--- config.mk ---
export PLATFORM = sky130hd
export DESIGN_NAME = pwm_buf_timer
export DESIGN_NICKNAME = d
export VERILOG_FILES = /design/src/rtl/pwmbt_pkg.sv /design/src/rtl/pwmbt_counter.sv /design/src/rtl/pwmbt_buf_pair.sv /design/src/rtl/pwmbt_wave.sv /design/src/rtl/pwm_buf_timer.sv
export SDC_FILE = /design/constraint.sdc
export NUM_CORES = 1
export LEC_CHECK = 0
export BUFFER_PORTS_ARGS = -buffer_cell sky130_fd_sc_hd__buf_2
export CAP_MARGIN = 20
export CORE_ASPECT_RATIO = 0.8
export CORE_MARGIN = 2
export CORE_UTILIZATION = 40
export DETAILED_ROUTE_END_ITERATION = 12
export REMOVE_ABC_BUFFERS = 1
export SLEW_MARGIN = 10
export SYNTH_ARGS = -nofsm -noshare
export SYNTH_HDL_FRONTEND = slang
export SYNTH_SLANG_ARGS = --single-unit
export TNS_END_PERCENT = 20
--- constraint.sdc ---
create_clock -name clk -period 2.7 [get_ports clk]
set_clock_uncertainty 0.1 [all_clocks]
set_input_delay 0.54 -clock clk [delete_from_list [all_inputs] [get_ports clk]]
set_output_delay 0.54 -clock clk [all_outputs]
set_load 0.01 [all_outputs]
--- src/rtl/pwmbt_pkg.sv ---
package pwmbt_pkg;
  typedef enum logic [2:0] {
    RA_CNT   = 3'd0,
    RA_PER   = 3'd1,
    RA_CMPB  = 3'd2,
    RA_BUFB  = 3'd3,
    RA_CMPE  = 3'd4,
    RA_BUFE  = 3'd5,
    RA_CTRL  = 3'd6,
    RA_XMODE = 3'd7
  } reg_addr_e;

  localparam int CTRL_PWM  = 0;
  localparam int CTRL_BUFB = 1;
  localparam int CTRL_BUFE = 2;
  localparam int XM_SELB   = 1;
  localparam int XM_SELE   = 2;

  function automatic logic [7:0] xmode_mask(input bit has_e);
    return has_e ? 8'h06 : 8'h02;
  endfunction

  function automatic logic [2:0] ctrl_mask(input bit has_e);
    return has_e ? 3'b111 : 3'b011;
  endfunction
endpackage

--- src/rtl/pwmbt_counter.sv ---
module pwmbt_counter #(
  parameter int CNT_W = 16
) (
  input  logic             clk,
  input  logic             rst_n,
  input  logic             cnt_en,
  input  logic             wr_cnt,
  input  logic [CNT_W-1:0] wr_data,
  input  logic [CNT_W-1:0] period,
  output logic [CNT_W-1:0] cnt_q,
  output logic             clear_evt
);
  assign clear_evt = cnt_en && (cnt_q == period);

  always_ff @(posedge clk or negedge rst_n) begin
    if (!rst_n)         cnt_q <= '0;
    else if (wr_cnt)    cnt_q <= wr_data;
    else if (clear_evt) cnt_q <= '0;
    else if (cnt_en)    cnt_q <= cnt_q + 1'b1;
  end

  assert_wrap_at_period_R4: assert property (@(posedge clk) disable iff (!rst_n)
    (clear_evt && !wr_cnt) |=> (cnt_q == '0));
  assert_hold_when_idle_R4: assert property (@(posedge clk) disable iff (!rst_n)
    (!cnt_en && !wr_cnt) |=> $stable(cnt_q));
endmodule

--- src/rtl/pwmbt_buf_pair.sv ---
module pwmbt_buf_pair #(
  parameter int CNT_W = 16
) (
  input  logic             clk,
  input  logic             rst_n,
  input  logic             cnt_en,
  input  logic [CNT_W-1:0] cnt,
  input  logic             clear_evt,
  input  logic             pwm_mode,
  input  logic             buf_en,
  input  logic             sel_clear,
  input  logic             wr_cmp,
  input  logic             wr_buf,
  input  logic [CNT_W-1:0] wr_data,
  output logic [CNT_W-1:0] cmp_q,
  output logic [CNT_W-1:0] buf_q,
  output logic             hit,
  output logic             xfer
);
  logic eff_sel;

  assign hit     = cnt_en && (cnt == cmp_q);
  assign eff_sel = sel_clear && pwm_mode;
  assign xfer    = buf_en && (eff_sel ? clear_evt : hit);

  always_ff @(posedge clk or negedge rst_n) begin
    if (!rst_n) begin
      cmp_q <= '1;
      buf_q <= '1;
    end else begin
      if (xfer)                 cmp_q <= buf_q;
      else if (wr_cmp && !buf_en) cmp_q <= wr_data;
      if (wr_buf || (wr_cmp && buf_en)) buf_q <= wr_data;
    end
  end

  assert_xfer_old_buffer_R10: assert property (@(posedge clk) disable iff (!rst_n)
    xfer |=> (cmp_q == $past(buf_q)));
  assert_clear_mode_holds_R6: assert property (@(posedge clk) disable iff (!rst_n)
    (buf_en && sel_clear && pwm_mode && !clear_evt) |=> $stable(cmp_q));
  assert_non_pwm_match_R8: assert property (@(posedge clk) disable iff (!rst_n)
    (!pwm_mode && buf_en && hit) |=> (cmp_q == $past(buf_q)));
  assert_direct_write_R9: assert property (@(posedge clk) disable iff (!rst_n)
    (!buf_en && wr_cmp) |=> (cmp_q == $past(wr_data)));
  assert_redirect_write_R9: assert property (@(posedge clk) disable iff (!rst_n)
    (buf_en && wr_cmp) |=> (buf_q == $past(wr_data)));
endmodule

--- src/rtl/pwmbt_wave.sv ---
module pwmbt_wave #(
  parameter int CNT_W = 16
) (
  input  logic             clk,
  input  logic             rst_n,
  input  logic             pwm_mode,
  input  logic             clear_evt,
  input  logic             hit_b,
  input  logic             xfer_b,
  input  logic [CNT_W-1:0] cmp_b,
  input  logic [CNT_W-1:0] buf_b,
  output logic             pwm_q
);
  function automatic logic level_after_clear(input logic [CNT_W-1:0] next_cmp);
    return next_cmp != '0;
  endfunction

  logic [CNT_W-1:0] next_cmp;
  assign next_cmp = xfer_b ? buf_b : cmp_b;

  always_ff @(posedge clk or negedge rst_n) begin
    if (!rst_n)                        pwm_q <= 1'b0;
    else if (!pwm_mode)                pwm_q <= 1'b0;
    else if (clear_evt)                pwm_q <= level_after_clear(next_cmp);
    else if (hit_b && (cmp_b != '0))   pwm_q <= 1'b0;
  end

  assert_low_outside_pwm_R11: assert property (@(posedge clk) disable iff (!rst_n)
    !pwm_mode |=> !pwm_q);
  assert_zero_duty_low_R11: assert property (@(posedge clk) disable iff (!rst_n)
    (pwm_mode && clear_evt && (next_cmp == '0)) |=> !pwm_q);
endmodule

--- src/rtl/pwm_buf_timer.sv ---
module pwm_buf_timer #(
  parameter int CNT_W = 16,
  parameter bit HAS_E = 1'b1
) (
  input  logic             clk,
  input  logic             rst_n,
  input  logic             cnt_en,
  input  logic             wr_en,
  input  logic [2:0]       wr_addr,
  input  logic [CNT_W-1:0] wr_data,
  input  logic [2:0]       rd_addr,
  output logic [CNT_W-1:0] rd_data,
  output logic             pwm_out,
  output logic             cmp_flag
);
  import pwmbt_pkg::*;

  localparam logic [7:0] XM_MASK = xmode_mask(HAS_E);
  localparam logic [2:0] CT_MASK = ctrl_mask(HAS_E);

  logic [CNT_W-1:0] per_q, cnt_q, cmp_b, buf_b, cmp_e, buf_e;
  logic [2:0]       ctrl_q;
  logic [7:0]       xmode_q;
  logic             clear_evt, hit_b, xfer_b;
  logic             wr_cnt, wr_per, wr_cmpb, wr_bufb, wr_cmpe, wr_bufe;
  logic             wr_ctrl, wr_xmode;

  assign wr_cnt   = wr_en && (wr_addr == RA_CNT);
  assign wr_per   = wr_en && (wr_addr == RA_PER);
  assign wr_cmpb  = wr_en && (wr_addr == RA_CMPB);
  assign wr_bufb  = wr_en && (wr_addr == RA_BUFB);
  assign wr_cmpe  = wr_en && (wr_addr == RA_CMPE);
  assign wr_bufe  = wr_en && (wr_addr == RA_BUFE);
  assign wr_ctrl  = wr_en && (wr_addr == RA_CTRL);
  assign wr_xmode = wr_en && (wr_addr == RA_XMODE);

  always_ff @(posedge clk or negedge rst_n) begin
    if (!rst_n) begin
      per_q   <= '1;
      ctrl_q  <= '0;
      xmode_q <= '0;
    end else begin
      if (wr_per)   per_q   <= wr_data;
      if (wr_ctrl)  ctrl_q  <= wr_data[2:0] & CT_MASK;
      if (wr_xmode) xmode_q <= wr_data[7:0] & XM_MASK;
    end
  end

  pwmbt_counter #(.CNT_W(CNT_W)) u_cnt (
    .clk(clk), .rst_n(rst_n), .cnt_en(cnt_en), .wr_cnt(wr_cnt),
    .wr_data(wr_data), .period(per_q), .cnt_q(cnt_q), .clear_evt(clear_evt)
  );

  pwmbt_buf_pair #(.CNT_W(CNT_W)) u_pair_b (
    .clk(clk), .rst_n(rst_n), .cnt_en(cnt_en), .cnt(cnt_q),
    .clear_evt(clear_evt), .pwm_mode(ctrl_q[CTRL_PWM]),
    .buf_en(ctrl_q[CTRL_BUFB]), .sel_clear(xmode_q[XM_SELB]),
    .wr_cmp(wr_cmpb), .wr_buf(wr_bufb), .wr_data(wr_data),
    .cmp_q(cmp_b), .buf_q(buf_b), .hit(hit_b), .xfer(xfer_b)
  );

  generate
    if (HAS_E) begin : g_pair_e
      logic hit_e, xfer_e;
      pwmbt_buf_pair #(.CNT_W(CNT_W)) u_pair_e (
        .clk(clk), .rst_n(rst_n), .cnt_en(cnt_en), .cnt(cnt_q),
        .clear_evt(clear_evt), .pwm_mode(ctrl_q[CTRL_PWM]),
        .buf_en(ctrl_q[CTRL_BUFE]), .sel_clear(xmode_q[XM_SELE]),
        .wr_cmp(wr_cmpe), .wr_buf(wr_bufe), .wr_data(wr_data),
        .cmp_q(cmp_e), .buf_q(buf_e), .hit(hit_e), .xfer(xfer_e)
      );
      assert_e_match_load_R7: assert property (@(posedge clk) disable iff (!rst_n)
        (ctrl_q[CTRL_BUFE] && !xmode_q[XM_SELE] && hit_e) |=> (cmp_e == $past(buf_e)));
      assert_e_xfer_gated_R7: assert property (@(posedge clk) disable iff (!rst_n)
        xfer_e |-> cnt_en);
    end else begin : g_no_e
      assign cmp_e = '0;
      assign buf_e = '0;
      assert_no_e_bit_R3: assert property (@(posedge clk) disable iff (!rst_n)
        wr_xmode |=> !xmode_q[XM_SELE]);
    end
  endgenerate

  pwmbt_wave #(.CNT_W(CNT_W)) u_wave (
    .clk(clk), .rst_n(rst_n), .pwm_mode(ctrl_q[CTRL_PWM]),
    .clear_evt(clear_evt), .hit_b(hit_b), .xfer_b(xfer_b),
    .cmp_b(cmp_b), .buf_b(buf_b), .pwm_q(pwm_out)
  );

  assign cmp_flag = hit_b;

  always_comb begin
    rd_data = '0;
    case (reg_addr_e'(rd_addr))
      RA_CNT:   rd_data = cnt_q;
      RA_PER:   rd_data = per_q;
      RA_CMPB:  rd_data = cmp_b;
      RA_BUFB:  rd_data = buf_b;
      RA_CMPE:  rd_data = cmp_e;
      RA_BUFE:  rd_data = buf_e;
      RA_CTRL:  rd_data[2:0] = ctrl_q;
      RA_XMODE: rd_data[7:0] = xmode_q;
      default:  rd_data = '0;
    endcase
  end

  assert_xmode_reserved_R2: assert property (@(posedge clk) disable iff (!rst_n)
    wr_xmode |=> (xmode_q[7:3] == '0));
  assert_b_gated_by_enable_R5: assert property (@(posedge clk) disable iff (!rst_n)
    xfer_b |-> cnt_en);
endmodule

Word level (Yosys, flattened, before mapping) --
Cells that the tools add are included.
Word-level totals: bits in registers 102, input bits 26, output and inout port bits 18, logic and storage cells 75
Cells by class: $add $sub $neg 1, eq/ne operators 18, multiplexer cells 16, reduce and logical (&&, ||, !) cells 31
Operator list (number):
- $mux W16 | 8
- $eq A16 B16 Y1 | 3
- $pmux W8 S6 | 1
- $reduce_bool A16 Y1 | 2
- $pmux W5 S6 | 1
- $eq A3 B3 Y1 const B | 8
- $pmux W3 S8 | 1
- $logic_and A1 B1 Y1 | 20
- $add A16 B1 Y16 const B | 1
- $eq A3 B2 Y1 const B | 4
- $eq A3 B1 Y1 const B | 2
- $logic_not A3 Y1 | 2
- $mux W1 | 5
- $reduce_bool A2 Y1 | 2
- $ne A3 B1 Y1 const B | 1
- $reduce_bool A3 Y1 | 1
- $logic_not A1 Y1 | 2
- $logic_or A1 B1 Y1 | 2

Depth between registers and ports, before layout --
Gate-level depths: netlist (run 1).
word-level depth 8, mapped depth 9

Hierarchy --
Synthesis (run 1) repeated with hierarchy kept, for this count alone.
Second synthesis, totals: cell total of the unflattened synthesis 775, area, all modules 7838.8 µm²
By module, submodules not included:
- pwmbt_buf_pair | instances 2, cells an instance 228, area each 2293.4 µm², sequential area each 840.8 µm²
- pwm_buf_timer | instances 1, cells an instance 160, area each 1838.0 µm², sequential area each 545.5 µm²
- pwmbt_counter | instances 1, cells an instance 142, area each 1266.2 µm², sequential area each 400.4 µm²
- pwmbt_wave | instances 1, cells an instance 17, area each 147.6 µm², sequential area each 25.0 µm²

Worst setup path before layout (run 1) --
Ideal clock, no wire load.
kind in2out, start point in rd_addr[1], end point out rd_data[5], data arrival time 1.839 ns, path slack 0.221 ns, stages on the path 5, path buffers 3, cells stage by stage buf_1 -> clkbuf_1 -> buf_2 -> a31oi_1 -> o22ai_1
Between the ends: longest elaborated chain between the ends 2
Ends and longest elaborated chain:
- start: declaration | line pwm_buf_timer.sv:11 | input logic [2:0] rd_addr,
- $eq A3 B3 Y1 (tied with other cells) | line pwm_buf_timer.sv:94 | case (reg_addr_e'(rd_addr))
- $pmux W5 S6 * | line pwm_buf_timer.sv:94
- end: declaration | line pwm_buf_timer.sv:12 | output logic [CNT_W-1:0] rd_data,
Every way passes the cells marked *; elsewhere a longest branch is shown, timed or not.

Worst setup path after layout (run 1) --
start point reg u_pair_b.cmp_q[14], end point out cmp_flag
Between the ends: longest elaborated chain between the ends 2
Ends and longest elaborated chain:
- start: declaration | line pwmbt_buf_pair.sv:15 | output logic [CNT_W-1:0] cmp_q,
- start signal: assignment | line pwmbt_buf_pair.sv:31 | if (xfer) cmp_q <= buf_q;
- start signal: assignment | line pwmbt_buf_pair.sv:32 | else if (wr_cmp && !buf_en) cmp_q <= wr_data;
- $eq A16 B16 Y1 | line pwmbt_buf_pair.sv:22 | assign hit = cnt_en && (cnt == cmp_q);
- $logic_and A1 B1 Y1 | line pwmbt_buf_pair.sv:22
- end: declaration | line pwm_buf_timer.sv:14 | output logic cmp_flag
No other way between the ends.

==> results of run 1 <==
[state kept, by name, summed over array words and instances (netlist names)]
register,flops
u_pair_b.cmp_q,16
u_cnt.cnt_q,16
u_wave.pwm_q,1
g_pair_e.u_pair_e.cmp_q,16
ctrl_q,3
xmode_q,2
per_q,16
g_pair_e.u_pair_e.buf_q,16
u_pair_b.buf_q,16
[worst register-to-register path: cells and delay by family, from the launching register on]
kind | cells | cell delay [ns]
buf+inv | 1 | 0.27
xor+xnor | 1 | 0.20
simple gates | 2 | 0.55
flops | 1 | 0.55
compound gates | 2 | 0.68
[where the power goes]
group | total, mW | leakage [nW] | internal (mW) | switching (mW)
clock network | 1.27 | 0.134 | 0.642 | 0.625
registers | 2.64 | 1.11 | 2.11 | 0.531
logic | 1.54 | 1.76 | 0.765 | 0.773
total | 5.45 | 3.01 | 3.52 | 1.93
[synth_stat cells, drive strengths merged, types with 2 or more instances]
| cell | n |
|---|---|
| mux2i | 33 |
| dfstp | 80 |
| o21a | 2 |
| clkbuf | 26 |
| nor4 | 18 |
| dfrtp | 22 |
| nor2 | 46 |
| buf | 24 |
| o21ai | 10 |
| inv | 3 |
| nor4b | 2 |
| a32oi | 2 |
| nor2b | 3 |
| a21oi | 35 |
| nand2 | 36 |
| mux2 | 55 |
| a221oi | 4 |
| o31ai | 3 |
| o32ai | 2 |
| nor3 | 6 |
| a22oi | 4 |
| a31oi | 4 |
| nand4b | 2 |
| o221ai | 4 |
| nor4bb | 2 |
| a22o | 19 |
| xnor2 | 23 |
| a21o | 17 |
| o22ai | 6 |
| mux4 | 6 |
| or3 | 2 |
| and3 | 2 |
| nand3 | 14 |
| nand4 | 14 |
| xor2 | 36 |
[logic make-up (layout without fill, tap and decap cells)]
kind of cell,Yosys count,in the layout,share of synthesized area
XOR/XNOR,59,59,0.0833
adder cells (fa/ha/maj),1,1,0.00199
buffers and inverters,53,97,0.0571
AO/OA/AOI/OAI,118,118,0.132
other,0,1,0
AND/OR/NAND/NOR,154,154,0.132
multiplexers,94,94,0.172
flip-flops,102,102,0.422
[layout by cell type, fill, tap and decap left out, types with 4 or more instances in the layout]
| master | synthesis | routed |
|---|---|---|
| nand4_1 | 13 | 13 |
| nor2_1 | 45 | 45 |
| a21o_1 | 17 | 17 |
| o22ai_1 | 6 | 6 |
| o21ai_0 | 10 | 10 |
| buf_2 | 12 | 42 |
| xnor2_1 | 23 | 20 |
| nand2_1 | 36 | 36 |
| buf_12 | 0 | 4 |
| mux2_2 | 55 | 55 |
| mux4_2 | 6 | 6 |
| nor4_1 | 16 | 16 |
| clkbuf_16 | 0 | 9 |
| a22oi_1 | 4 | 4 |
| nand3_1 | 13 | 13 |
| inv_6 | 0 | 4 |
| a31oi_1 | 4 | 4 |
| mux2i_1 | 33 | 33 |
| nor3_1 | 5 | 5 |
| o221ai_1 | 4 | 4 |
| dfrtp_1 | 22 | 22 |
| a21oi_1 | 34 | 34 |
| xor2_1 | 35 | 35 |
| buf_4 | 2 | 32 |
| dfstp_2 | 80 | 80 |
| a221oi_1 | 4 | 4 |
| a22o_1 | 19 | 19 |
[area by class of cell]
class / instances / area (µm²)
fillers: 1482 / 8130
clock inverters: 6 / 51.3
inverters: 3 / 11.3
diodes: 1 / 2.50
clock buffers: 10 / 229
flip-flops and latches: 102 / 2650
well taps: 210 / 263
multi-input cells: 426 / 3340
repair buffers: 78 / 531
[per-layer routing]
layer	vias to the layer above	global-route usage	share of wire
met3	16	0.0525	0.072
met4	0	0.0472	0.0094
met5	-	0	0
met1	2567	0.364	0.49
met2	189	0.357	0.43
li1	2199	-	-
[worst max-delay path by stage]
stage / end / slack (ns) / cells past startpoint
2_1_floorplan: u_pair_b.buf_q[0]$_DFFE_PN1P_ / -0.14 / 3
3_3_place_gp: rd_data[8] / -0.05 / 5
3_5_place_dp: rd_data[14] / -0.13 / 5
4_1_cts: cmp_flag / 0.06 / 5
5_1_grt: cmp_flag / 0.003 / 5
6_report: cmp_flag / 0.07 / 5
[per-stage QoR]
step           utilization  TNS (ns)  area, µm²  std cells  hold WS (ns)
5_1_grt              0.465         0       7080        835        0.0381
2_1_floorplan            -     -3.77       5940        531         0.144
4_1_cts              0.464         0       7060        835        0.0196
3_5_place_dp         0.445    -0.582       6780        819         0.394
6_report             0.466         0       7080        836        0.0198
3_3_place_gp         0.445   -0.0540       6780        819         0.396
[what timing repair did]
item                                    CTS  global route
hold endpoints to repair                  0             0
endpoints found under the setup margin    8             1
pin swaps                                 0             2
gates resized for setup                   1             4
==> out/metrics.yaml, run 1 <==
areaGrowthSynthToFinish_pct: 12.6
ys_ff_latch: 102
synthTopCellsByArea: "dfstp_2, mux2_2, dfrtp_1"
drc: 0
total_power_mw: 5.45
outcome: "finished clean"
path_cells: "xnor2_1 -> nand4_1 -> nor4_1 -> and4_2 -> buf_2"
async_flop_share: 1.00
cts_tree: "built"
dieArea_um2: 16800
path_clk_slew_ns: 0.08
vias_per_cell: 5.95
synth_edf_count: 0
core_um2: 15200
slew_headroom: 0.497
grt_util_all_layers: 0.241
reg2reg_to: "u_pair_b.cmp_q[5]$_DFFE_PN1P_"
setup_viol: 0
hpwl_um: 14000
vias: 4971
path_buf_inv: 1
clock_sinks: 102
grt_pass1_wl_um: 29700
grt_max_degree: 41
cts_buffers: 9
grt_pass1_vias: 4847
synth_cells: 581
die_width_um: 144
worstSetupEndpointType: "primary output"
path_delay_family: "simple AND/OR/NAND/NOR gates"
worstSetupPathType: "reg -> out"
start_util: 0.413
drive_above_1_share: 0.408
fin_crit_sh: 0.973
nets: 647
powerDensity_nw_per_um2: 769
cts_hold_buf: 0
synth_flop_cell: "dfstp_2"
grt_overflow_total: 0
ys_seq_area_frac: 0.422
num_rows: 40
yosys_warnings: 0
arrival_ns: 1.99
routed_wl_um: 19400
drtIter0Drc: 530
finalMaxSlewViolations: 0
final_antenna_net_count: 0
worstSetupStartpointType: "register"
fin_ws_ns: 0.0735
power_leakage_nw: 3.01
crit_slowest_cell: "dfstp_2"
clockBufferDepth: 2
regToRegStartpoint: "u_cnt.cnt_q[0]$_DFFE_PN0P_"
timing.fmax_mhz: 381
ir_drop_mv: 0.303
reg2reg_setup_slack_ns: 0.28
port_buffers: 43
die_h_um: 116
avgSynthCellArea_um2: 10.8
place_ws_ns: -0.133
cts_max_level: 3
postCtsSetupBuffers: 0
startpoint: "u_pair_b.cmp_q[14]$_DFFE_PN1P_"
maxCapViolations: 0
crit_path_max_fanout: 4
cp.required_ns: 2.06
worst_slew_pin_slew_ns: 0.748
syn_area_um2: 6290
pin_count: 44
worstHoldPathType: "in -> async"
synth_top_area_share: 0.334
ys_types: 64
max_stage_delay_ns: 0.59
dr.pass1.iters: 4
place.gp.congestion: 0.979
avgRoutedWirePerCell_um: 23.2
hold_violations: 0
clockRootBuffer: "clkbuf_16"
yosysTopAreaCell: "dfstp_2"
r2r_cells: 6
clk_latency_ns: 0.35
fin_crit_ns: 2.63
antenna_found_initial: 1
rsz0062_at_grt: "no"
Power figures use the tool's default switching activity.
==> inputs of run 2 (changes only) <==
--- a/config.mk
+++ b/config.mk
@@ -5,6 +5,7 @@
 export SDC_FILE = /design/constraint.sdc
 export NUM_CORES = 1
 export LEC_CHECK = 0
+export ABC_AREA = 1
 export BUFFER_PORTS_ARGS = -buffer_cell sky130_fd_sc_hd__buf_2
 export CAP_MARGIN = 20
 export CORE_ASPECT_RATIO = 0.8
==> run 2 against run 1 <==
Critical path depth is the same. Final area up 2.6%. Count of clock-buffer cells in the layout up 3. Non-clock buffer count increased by 27. Utilization is 2.0 points higher. Maximum frequency shrank 2.7%. Hold slack better by 0.10 ns. Largest power group unchanged.
==> out/metrics.yaml, run 2 <==
r2r_cells: 17  # +11
yosysMostFrequentCell: "nand2_1"
ys_seq_area_frac: 0.434  # +0.0124
cp.required_ns: 2.06  # about the same
die_width_um: 142  # -1.4%
powerDensity_nw_per_um2: 873  # +14%
yosys_warnings: 0  # unchanged
regToRegStartpoint: "u_pair_b.cmp_q[12]$_DFFE_PN1P_"
setup_viol: 0  # unchanged
rsz0062_at_grt: "yes"
ys_ff_latch: 102  # unchanged
outcome: "finished clean"
die_h_um: 115  # -1.4%
clockBufferDepth: 2  # unchanged
dr.pass1.iters: 5  # +1
post-route-util: 0.486  # +0.0200
avgRoutedWirePerCell_um: 20.9  # -10%
clk_latency_ns: 0.36  # about the same
worst_slew_pin_slew_ns: 0.719  # -0.0283 ns
crit_path_max_fanout: 2  # -2
arrival_ns: 2.06  # +0.07 ns
dp_cells: 1050  # +28%
antenna_cells: 0  # -1
start_util: 0.408  # -0.00513
drc: 0  # unchanged
core_um2: 15000  # -1.6%
reg2reg_to: "u_wave.pwm_q$_DFFE_PN0P_"
areaGrowthSynthToFinish_pct: 18.9
worstSetupEndpointType: "primary output"
grt_max_degree: 49  # +20%
vias: 6125  # +23%
synth_cells: 794  # +37%
mostFrequentLayoutCells: "nand2_1, inv_1, o21ai_0, dfstp_2, buf_4"
startpoint: "u_pair_b.cmp_q[14]$_DFFE_PN1P_"
grt_util_all_layers: 0.288  # +0.0473
clockRootBuffer: "clkbuf_16"
drive_above_1_share: 0.271  # -0.137
power_leakage_nw: 3.18  # +6.0%
synth_edf_count: 0  # unchanged
drtIter0Drc: 703  # +33%
hpwl_um: 16800  # +20%
vias_per_cell: 5.72  # -3.7%
place.gp.congestion: 1.04  # +6.0%
finalMaxSlewViolations: 0  # unchanged
layout.cells.non_filler: 1070  # +28%
switching_power_mw: 2.45  # +27%
grt_pass1_vias: 5869  # +21%
cts_buffers: 9  # unchanged
reg2reg_setup_slack_ns: 0.17  # -0.11 ns
async_flop_share: 1.00  # unchanged
pin_count: 44  # unchanged
synth_commonest_cells: "nand2_1, inv_1, o21ai_0"
synth_top_area_share: 0.344  # +0.00985
synth_flop_cell: "dfstp_2"
fin_crit_sh: 0.999  # +0.0267
nets: 903  # +40%
fin_crit_ns: 2.70  # +0.0720 ns
hold_violations: 0  # unchanged
final_common_cell: "nand2_1"
clock_sinks: 102  # unchanged
port_buffers: 43  # unchanged
power_switching_share: 0.386  # +0.0317
whs_ns: 0.121  # +0.101 ns
cts_max_level: 3  # unchanged
num_rows: 40  # unchanged
timing.fmax_mhz: 371  # -2.7%
grt_pass1_wl_um: 35100  # +18%
worstSetupStartpointType: "register"
syn_area_um2: 6110  # -2.9%
worstSetupPathType: "reg -> out"
cts_tree: "built"
p_seq_frac: 0.432  # -0.053
cts_hold_buf: 0  # unchanged
ys_types: 40  # -38%
grt_overflow_total: 0  # unchanged
multi_input_area_um2: 2920  # -13%
final_antenna_net_count: 0  # unchanged
p_int_mw: 3.90  # +11%
yosysTopAreaCell: "dfstp_2"
nFillCells: 1487  # +0.34%
maxCapViolations: 0  # unchanged
slew_headroom: 0.516  # +0.0192
routed_wl_um: 22400  # +15%
ir_drop_mv: 0.388  # +28%
path_clk_slew_ns: 0.07  # about the same
combPwrFrac: 0.352  # +0.070
avgSynthCellArea_um2: 7.70  # -29%
synthTopCellsByArea: "dfstp_2, nand2_1, dfrtp_1"
clockPowerShare: 0.215  # -0.018
seq_area_um2: 2650  # about the same
worstHoldPathType: "in -> async"
antenna_found_initial: 1  # unchanged
dieArea_um2: 16300  # -2.8%
==> run 2: changes by cell type after synthesis, moves of 15 or more <==
cell / previous run / this run
o221ai_1: 4 / 29
a21oi_1: 34 / 11
a22o_1: 19 / 0
a21o_1: 17 / 0
nand3_1: 13 / 45
nand2_1: 36 / 183
inv_1: 3 / 100
mux2_2: 55 / 0
o211ai_1: 1 / 23
mux2i_1: 33 / 0
xnor2_1: 23 / 8
xor2_1: 35 / 8
o21ai_0: 10 / 81
==> run 2: worst max-delay path by stage <==
stage,endpoint,slack (ns)
2_1_floorplan,g_pair_e.u_pair_e.buf_q[0]$_DFFE_PN1P_,0.30
3_3_place_gp,cmp_flag,0.008
3_5_place_dp,cmp_flag,0.05
4_1_cts,cmp_flag,-0.003
5_1_grt,cmp_flag,-0.10
6_report,cmp_flag,0.001
==> run 2: per-layer routing <==
metal,global-route usage,part of all wire,vias up
met2,0.417,0.41,283
met5,0,0,-
li1,-,-,2875
met4,0.0833,0.023,0
met3,0.0690,0.094,38
met1,0.426,0.47,2929
==> run 2: cells by family (layout without fill, tap and decap cells) <==
group	count (synthesis)	count (layout)	synth area share
adders and majority gates	1	1	0.00205
DFF	102	102	0.434
AOI/OAI and AO/OA	201	201	0.211
and+or+nand+nor	326	326	0.232
xor gates and xnor gates	16	16	0.0229
buffers and inverters	148	235	0.0975
==> run 2: repair_timing <==
item                                    4_1_cts  5_1_grt
pin swaps                                     2        1
endpoints found under the setup margin        1        2
gates cloned                                  0        0
resized for setup                             8        1
setup buffers                                 3        1
==> run 2: power by group through the flow <==
| stage | clock network [mW] | logic (mW) | registers [mW] |
|---|---|---|---|
| 2_1_floorplan | 0 | 1.32 | 2.59 |
| 3_5_place_dp | 0 | 2.10 | 2.74 |
| 5_1_grt | 1.44 | 2.49 | 2.81 |
| 3_3_place_gp | 0 | 2.09 | 2.75 |
| 4_1_cts | 1.39 | 2.19 | 2.73 |
| 6_report | 1.36 | 2.24 | 2.74 |
==> run 2: cell type report <==
cell class | instances | area share
multi-input combinational | 544 | 0.401
inverter | 114 | 0.0589
clock buffer | 13 | 0.0358
clock inverter | 3 | 0.00585
timing repair buffer | 105 | 0.101
tap | 189 | 0.0325
sequential | 102 | 0.365
==> run 2: metrics by stage <==
step	setup TNS [ns]	cell area (µm²)	worst slack, ns	power [mW]
3_3_place_gp	0	6900	0.00758	4.84
4_1_cts	-0.00274	7250	-0.00274	6.30
6_report	0	7270	0.00147	6.34
5_1_grt	-0.100	7270	-0.100	6.73
2_1_floorplan	0	5940	0.304	3.91
3_5_place_dp	0	6900	0.0495	4.84
==> run 2: critical path: stages (launching register included) <==
cell and delay [ns]:
dfstp_2 0.56, xnor2_2 0.15, nand3_1 0.12, or4_4 0.51, nor4_4 0.18, buf_2 0.18
